[src/rtl/sqe_pkg.sv]
package sqe_pkg;
  // 3.6 us at a 100 ns (bit-time) tick
  localparam int unsigned DEF_WIN_TICKS   = 36;
  localparam int unsigned DEF_SYNC_STAGES = 2;

  typedef struct packed {
    logic open;
    logic cancel;
    logic close;
  } win_evt_t;
endpackage

[src/rtl/sqe_sync.sv]
module sqe_sync #(
  parameter int unsigned STAGES = 2
) (
  input  logic clk_i,
  input  logic rst_ni,
  input  logic d_i,
  output logic q_o
);
  logic [STAGES-1:0] chain_q;

  generate
    for (genvar i = 0; i < STAGES; i++) begin : g_stage
      if (i == 0) begin : g_first
        always_ff @(posedge clk_i or negedge rst_ni) begin
          if (!rst_ni) chain_q[i] <= 1'b0;
          else         chain_q[i] <= d_i;
        end
      end else begin : g_next
        always_ff @(posedge clk_i or negedge rst_ni) begin
          if (!rst_ni) chain_q[i] <= 1'b0;
          else         chain_q[i] <= chain_q[i-1];
        end
      end
    end
  endgenerate

  assign q_o = chain_q[STAGES-1];
endmodule

[src/rtl/sqe_win_timer.sv]
module sqe_win_timer
  import sqe_pkg::*;
#(
  parameter int unsigned WIN_TICKS = DEF_WIN_TICKS
) (
  input  logic clk_i,
  input  logic rst_ni,
  input  logic open_i,
  input  logic cancel_i,
  input  logic tick_i,
  output logic active_o,
  output logic close_o
);
  localparam int unsigned CNT_W = (WIN_TICKS > 1) ? $clog2(WIN_TICKS) : 1;
  localparam logic [CNT_W-1:0] LAST = CNT_W'(WIN_TICKS - 1);

  logic [CNT_W-1:0] cnt_q;
  logic             active_q;
  logic             last_tick;

  assign last_tick = tick_i && (cnt_q == LAST);
  assign close_o   = active_q && !cancel_i && last_tick;
  assign active_o  = active_q;

  always_ff @(posedge clk_i or negedge rst_ni) begin
    if (!rst_ni) begin
      active_q <= 1'b0;
      cnt_q    <= '0;
    end else if (open_i) begin
      active_q <= 1'b1;
      cnt_q    <= '0;
    end else if (active_q) begin
      if (cancel_i || last_tick) begin
        active_q <= 1'b0;
        cnt_q    <= '0;
      end else if (tick_i) begin
        cnt_q <= cnt_q + 1'b1;
      end
    end
  end
endmodule

[src/rtl/sqe_status.sv]
module sqe_status (
  input  logic clk_i,
  input  logic rst_ni,
  input  logic open_i,
  input  logic active_i,
  input  logic close_i,
  input  logic col_s_i,
  output logic missing_o
);
  logic seen_q;
  logic missing_q;

  always_ff @(posedge clk_i or negedge rst_ni) begin
    if (!rst_ni) begin
      seen_q <= 1'b0;
    end else if (open_i) begin
      seen_q <= 1'b0;
    end else if (active_i && col_s_i) begin
      seen_q <= 1'b1;
    end
  end

  // level on the closing edge still counts
  always_ff @(posedge clk_i or negedge rst_ni) begin
    if (!rst_ni)      missing_q <= 1'b0;
    else if (close_i) missing_q <= !(seen_q || col_s_i);
  end

  assign missing_o = missing_q;
endmodule

[src/rtl/sqe_watch.sv]
module sqe_watch
  import sqe_pkg::*;
#(
  parameter int unsigned WIN_TICKS   = DEF_WIN_TICKS,
  parameter int unsigned SYNC_STAGES = DEF_SYNC_STAGES
) (
  input  logic clk_i,
  input  logic rst_ni,
  input  logic tx_en_i,
  input  logic col_i,
  input  logic tick_i,
  output logic hb_missing_o,
  output logic win_active_o
);
  logic     tx_q;
  logic     col_s;
  logic     active;
  win_evt_t evt;

  always_ff @(posedge clk_i or negedge rst_ni) begin
    if (!rst_ni) tx_q <= 1'b0;
    else         tx_q <= tx_en_i;
  end

  assign evt.open   = tx_q && !tx_en_i;
  assign evt.cancel = tx_en_i;

  sqe_sync #(.STAGES(SYNC_STAGES)) u_sync (
    .clk_i  (clk_i),
    .rst_ni (rst_ni),
    .d_i    (col_i),
    .q_o    (col_s)
  );

  sqe_win_timer #(.WIN_TICKS(WIN_TICKS)) u_timer (
    .clk_i    (clk_i),
    .rst_ni   (rst_ni),
    .open_i   (evt.open),
    .cancel_i (evt.cancel),
    .tick_i   (tick_i),
    .active_o (active),
    .close_o  (evt.close)
  );

  sqe_status u_status (
    .clk_i     (clk_i),
    .rst_ni    (rst_ni),
    .open_i    (evt.open),
    .active_i  (active),
    .close_i   (evt.close),
    .col_s_i   (col_s),
    .missing_o (hb_missing_o)
  );

  assign win_active_o = active;
endmodule

[config.mk]
export PLATFORM = sky130hd
export DESIGN_NAME = sqe_watch
export DESIGN_NICKNAME = d
export VERILOG_FILES = /design/src/rtl/sqe_pkg.sv /design/src/rtl/sqe_sync.sv /design/src/rtl/sqe_win_timer.sv /design/src/rtl/sqe_status.sv /design/src/rtl/sqe_watch.sv
export SDC_FILE = /design/constraint.sdc
export NUM_CORES = 1
export LEC_CHECK = 0
export CAP_MARGIN = 0
export CORE_AREA = 2 2 39 41
export CTS_CLUSTER_SIZE = 24
export DETAILED_ROUTE_END_ITERATION = 10
export DIE_AREA = 0 0 41 43
export GPL_TIMING_DRIVEN = 0
export HOLD_SLACK_MARGIN = 0.03
export PLACE_DENSITY = 0.66
export SYNTH_ARGS = -nofsm -noshare
export SYNTH_HDL_FRONTEND = slang
export SYNTH_SLANG_ARGS = --single-unit
[constraint.sdc]
create_clock -name clk_i -period 4.3 [get_ports clk_i]
set_clock_uncertainty 0.15 [all_clocks]
set_input_delay 0.43 -clock clk_i [delete_from_list [all_inputs] [get_ports clk_i]]
set_output_delay 0.43 -clock clk_i [all_outputs]
set_load 0.005 [all_outputs]
==> Word level (Yosys, flattened, before mapping) <==
Cells that the tools add are included.
{ "totals": {"regBits": 12, "input_bits": 5, "out_inout_bits": 2, "wordCells": 31} }
{ "classes": {"n_addsub": 1, "n_eq_ne": 1, "mux": 9, "n_reduce_logical": 13} }
{ "ops": {"columns": ["operator", "n"], "rows": [
  ["6-bit two-way mux", 4],
  ["6-bit by 1-bit adder with 6-bit output (second input constant)", 1],
  ["6-bit equality test (second input constant)", 1],
  ["1-bit logical AND", 5],
  ["1-bit two-way mux", 5],
  ["2-bit nonzero test", 2],
  ["3-bit nonzero test", 1],
  ["1-bit logical NOT", 2],
  ["1-bit logical OR", 2],
  ["2-bit AND reduction", 1]
]} }

==> Depth between registers and ports, before layout <==
{ "logic_depth": {"word_depth": 6, "depth_mapped": 5, "ltp_nobuf": 5} }

==> By module <==
From an unflattened synthesis, not the netlist that was laid out.
{ "hier_totals": {"cells_unflattened": 52, "hier_area_um2": 559.3} }
{ "modules_own_cells": {"columns": ["mod", "n_inst", "cells_per_inst", "area_per_inst_um2", "seq_area_each_um2"], "rows": [
  ["sqe_win_timer", 1, 42, 392.9, 175.2],
  ["sqe_status", 1, 6, 77.6, 50.0],
  ["sqe_sync", 1, 2, 50.0, 50.0],
  ["sqe_watch", 1, 2, 38.8, 25.0]
]} }

==> Worst setup path after synthesis <==
Ideal clock, no wire load.
{ "synth_timing": {"path_type": "register -> register", "from": "register u_timer.cnt_q[0]", "to": "register u_status.missing_q (netlist: u_status.missing_o)", "setup_ns": 0.125, "arrival_time_ns": 1.788, "required_ns": 4.025, "path_slack_ns": 2.237, "stages_incl_launch_ff": 6, "path_buffers": 0, "period_less_slack_ns": 2.063, "cell_sequence": "dfrtp_1 > ha_1 > nand2b_4 > or4_4 > or3b_1 > mux2_4"} }
{ "synth_between": {"elab_chain_cells": 3} }
{ "synth_rtl": {"columns": ["item", "line", "rtl"], "rows": [
  ["start, declared", "sqe_win_timer.sv:17", "logic [CNT_W-1:0] cnt_q;"],
  ["start signal, assigned", "sqe_win_timer.sv:37", "cnt_q <= cnt_q + 1'b1;"],
  ["6-bit equality test", "sqe_win_timer.sv:21", "assign last_tick = tick_i && (cnt_q == LAST);"],
  ["1-bit logical AND", "sqe_win_timer.sv:21", null],
  ["1-bit logical AND", "sqe_win_timer.sv:22", "assign close_o = active_q && !cancel_i && last_tick;"],
  ["end signal, assigned", "sqe_status.sv:26", "else if (close_i) missing_q <= !(seen_q || col_s_i);"],
  ["end, declared", "sqe_status.sv:11", "logic missing_q;"]
]} }
Every way passes these cells.
A chain may end at the register's enable or synchronous reset.

==> Final worst setup path <==
Ends and elaborated chain as after synthesis.

==> impl_metrics.prom <==
# TYPE chip_impl_metric gauge
chip_impl_info{name="outcome",value="complete, no violations"} 1
chip_impl_metric{name="antenna_nets_post_route",unit=""} 0
chip_impl_info{name="crit_path_top_delay_cell",value="or4_4"} 1
chip_impl_metric{name="ir_worst_vdd",unit="mV"} 0.1381
chip_impl_metric{name="tightest_slew",unit="ns"} 0.6546
chip_impl_metric{name="post_synth.cell_area_avg",unit="sq um"} 11.90
chip_impl_metric{name="power-per-cell-area",unit="nW/um^2"} 328.3
chip_impl_metric{name="finalMaxSlewViolations",unit=""} 0
chip_impl_metric{name="detail_route.wl_per_cell",unit="um"} 12.64
chip_impl_metric{name="worstPathRequired",unit="ns"} 4.31
chip_impl_metric{name="post-route-min-period",unit="ns"} 2.142
chip_impl_metric{name="yosys_warnings",unit=""} 0
chip_impl_metric{name="syn_to_final_growth",unit="%"} 19.16
chip_impl_metric{name="ys_async_sr_fraction",unit="%"} 100.0
chip_impl_metric{name="post_cts.repair.setup_buffers",unit=""} 0
chip_impl_info{name="tritoncts",value="done"} 1
chip_impl_info{name="netlist_top_cells_count",value="dfrtp_1 (12), nor2_1 (6), a22o_1 (4)"} 1
chip_impl_metric{name="wire_length_of_the_first_global_routing_pass",unit="um"} 1552
chip_impl_metric{name="die_footprint",unit="sq um"} 1763
chip_impl_info{name="launching_element_type_of_the_critical_path",value="flop"} 1
chip_impl_metric{name="routed-via-count",unit=""} 381
chip_impl_metric{name="synth-seq-area-share",unit="%"} 56.07
chip_impl_metric{name="routed_wl",unit="um"} 885
chip_impl_metric{name="synth_nets",unit=""} 51
chip_impl_metric{name="worst_path_largest_cell_delay",unit="ns"} 0.47
chip_impl_metric{name="maxCapViolations",unit=""} 0
chip_impl_metric{name="tritoncts.num_buffers",unit=""} 3
chip_impl_metric{name="drive_above_1_share",unit="%"} 12.96
chip_impl_metric{name="vias_in_the_first_global_route",unit=""} 362
chip_impl_metric{name="start_util",unit="%"} 38.70
chip_impl_metric{name="setup_violations",unit=""} 0
chip_impl_metric{name="synth.cell_area",unit="sq um"} 535.5
chip_impl_metric{name="grt_util_all_layers",unit="%"} 14.08
chip_impl_metric{name="die_w",unit="um"} 41
chip_impl_info{name="worstSetupPathType",value="reg -> reg"} 1
chip_impl_metric{name="ctsHoldBuffers",unit=""} 0
chip_impl_metric{name="grt_start_max_net_pins",unit=""} 13
chip_impl_metric{name="synthCells",unit=""} 45
chip_impl_metric{name="post-route-util",unit="%"} 46.11
chip_impl_metric{name="power.share.combinational",unit="%"} 9.6
chip_impl_metric{name="ctsResizeCount",unit=""} 0
chip_impl_metric{name="seq_power_share",unit="%"} 58.1
chip_impl_metric{name="drtIter0Drc",unit=""} 9
chip_impl_metric{name="place.gp.congestion",unit=""} 0.7085
chip_impl_metric{name="clock_tree.buffer_depth",unit=""} 2
chip_impl_metric{name="io_buffers",unit=""} 6
chip_impl_metric{name="routed_via_density",unit=""} 5.443
chip_impl_metric{name="route.detailed.drc",unit=""} 0
chip_impl_info{name="min-delay-path-class",value="reg -> reg"} 1
chip_impl_metric{name="rows",unit=""} 14
chip_impl_metric{name="synth_edf_count",unit=""} 0
chip_impl_metric{name="clock_slew_seen_by_the_registers_of_the_worst_setup_and_hold_paths",unit="ns"} 0.07
chip_impl_metric{name="nets",unit=""} 62
chip_impl_metric{name="critPathMaxFanout",unit=""} 3
chip_impl_metric{name="timing.final.crit_share",unit="%"} 49.82
chip_impl_info{name="rsz0062_at_grt",value="false"} 1
chip_impl_metric{name="top_ports",unit=""} 7
chip_impl_info{name="post-synth-top-count-cell",value="dfrtp_1"} 1
chip_impl_metric{name="cp.arrival",unit="ns"} 2.15
chip_impl_metric{name="antenna-diode-count",unit=""} 0
chip_impl_metric{name="yosysUniqueCellTypes",unit=""} 21
chip_impl_info{name="dominantRegCellSynth",value="dfrtp_1"} 1
chip_impl_metric{name="max_freq",unit="GHz"} 0.4668
chip_impl_info{name="crit_path_cell_trace",value="ha_1 -> nand2b_4 -> or4_4 -> or3b_1 -> mux2_4"} 1
chip_impl_metric{name="p_sw_share",unit="%"} 23.38
chip_impl_info{name="cts_root_buffer",value="clkbuf_4"} 1
chip_impl_metric{name="synth-seq-cells",unit=""} 12
chip_impl_metric{name="power.leakage",unit="nW"} 0.2839
chip_impl_metric{name="timing.hold.ws",unit="ns"} 0.2043
chip_impl_info{name="synth_top_cell_by_area",value="dfrtp_1"} 1
chip_impl_metric{name="yosysTopAreaCellShare",unit="%"} 56.07
chip_impl_metric{name="clkLatencyLatePin",unit="ns"} 0.27
chip_impl_metric{name="p_clk_share",unit="%"} 32.3
chip_impl_info{name="synth_top_area_cells",value="dfrtp_1 (56%), a22o_1 (6.5%), nor2_1 (4.2%)"} 1
chip_impl_metric{name="floorplan.core_area",unit="sq um"} 1384
chip_impl_metric{name="report.final.hold_viol_count",unit=""} 0
chip_impl_metric{name="antenna_found_initial",unit=""} 0
chip_impl_metric{name="clk_sinks",unit=""} 12
chip_impl_metric{name="setup_total_negative_slack",unit="ns"} 0
chip_impl_metric{name="cellInternalPower",unit="mW"} 0.1605
chip_impl_metric{name="grt_remaining_overflow",unit=""} 0
chip_impl_metric{name="dr.pass1.iters",unit=""} 3
chip_impl_info{name="crit_path_capture_type",value="flop"} 1
chip_impl_metric{name="die_h",unit="um"} 43
chip_impl_metric{name="switching_power",unit="mW"} 0.04898
chip_impl_metric{name="clock_tree.htree_level_count",unit=""} 1
chip_impl_metric{name="relSlewSlack",unit="%"} 55.79
power by group through the flow:
stage / logic, mW / clock network (mW) / registers [mW]
after floorplan: 0.0106 / 0 / 0.123
after global placement: 0.0203 / 0 / 0.124
after detailed placement: 0.0205 / 0 / 0.124
after CTS: 0.0206 / 0.0698 / 0.122
after global routing: 0.0231 / 0.0753 / 0.122
final: 0.0201 / 0.0677 / 0.122
cells in the final DEF (no fill, tap or decap):
cell,instances
dfrtp_1,12
nand2b_4,1
or3b_1,1
mux2_2,1
nor2b_1,3
or4_4,1
o21a_1,1
ha_1,1
o21ai_0,1
a22o_1,4
clkbuf_4,3
nor3_1,1
xnor2_1,1
o22ai_1,2
o41ai_1,1
and3_1,2
nor2_1,6
clkdlybuf4s50_1,6
nand2_1,1
nand3_1,1
o31ai_1,1
a21oi_1,2
mux2_4,1
sequential cells by signal, indices dropped and copies added (netlist names):
signal	cells
u_timer.cnt_q	6
u_timer.active_o	1
u_sync.q_o	1
u_status.seen_q	1
tx_q	1
u_sync.chain_q	1
u_status.missing_o	1
final cells by class:
cell class / instances / area (sq um)
multi-input cells: 33 / 235.2
clock buffers: 3 / 22.52
repair buffers: 6 / 60.06
flip-flops and latches: 12 / 300.3
well taps: 16 / 20.02
fillers: 138 / 745.7
worst max-delay path: cells and delay by family, from the launching register on:
family | cells | cell delay (ns)
simple gates | 3 | 0.94
flops | 1 | 0.37
mux | 1 | 0.30
fa+ha+maj | 1 | 0.25
path summary, 6_finish.rpt:
path                                              start                             end  slack [ns]  cells after the start
max in group asynchronous                        rst_ni                  tx_q$_DFF_PN0_        3.30                      1
max reg2reg                u_timer.cnt_q[0]$_DFFE_PN0P_  u_status.missing_o$_DFFE_PN0P_        2.16                      5
min in group asynchronous                        rst_ni    u_timer.cnt_q[2]$_DFFE_PN0P_        0.35                      1
min reg2reg                 u_sync.chain_q[0]$_DFF_PN0_            u_sync.q_o$_DFF_PN0_        0.20                      0
min                         u_sync.chain_q[0]$_DFF_PN0_            u_sync.q_o$_DFF_PN0_        0.20                      0
max                        u_timer.cnt_q[0]$_DFFE_PN0P_  u_status.missing_o$_DFFE_PN0P_        2.16                      5
cells by family after synthesis:
logic type / share of synthesized area [%]
AOI/OAI and AO/OA: 16.12
muxes: 4.906
xor gates and xnor gates: 1.636
and+or+nand+nor: 18.92
adders and majority gates: 2.336
DFF: 56.08
through the flow:
stage	total power [mW]	worst slack, ns	instance area, sq um	cells
floorplan	0.1338	2.237	535.5	45
global placement	0.1440	1.917	615.6	67
detailed placement	0.1445	1.920	615.6	67
CTS	0.2121	2.155	638.1	70
global route	0.2208	2.098	638.1	70
finish	0.2095	2.158	638.1	70
layer usage:
metal	part of all wire, %	vias to the layer above	track usage, %
li1	-	188	-
met1	49	179	18.31
met2	41	9	16.88
met3	4.1	5	3.141
met4	5.8	0	16.00
met5	0	-	0
Note: power is estimated with default switching activity, not from simulation.
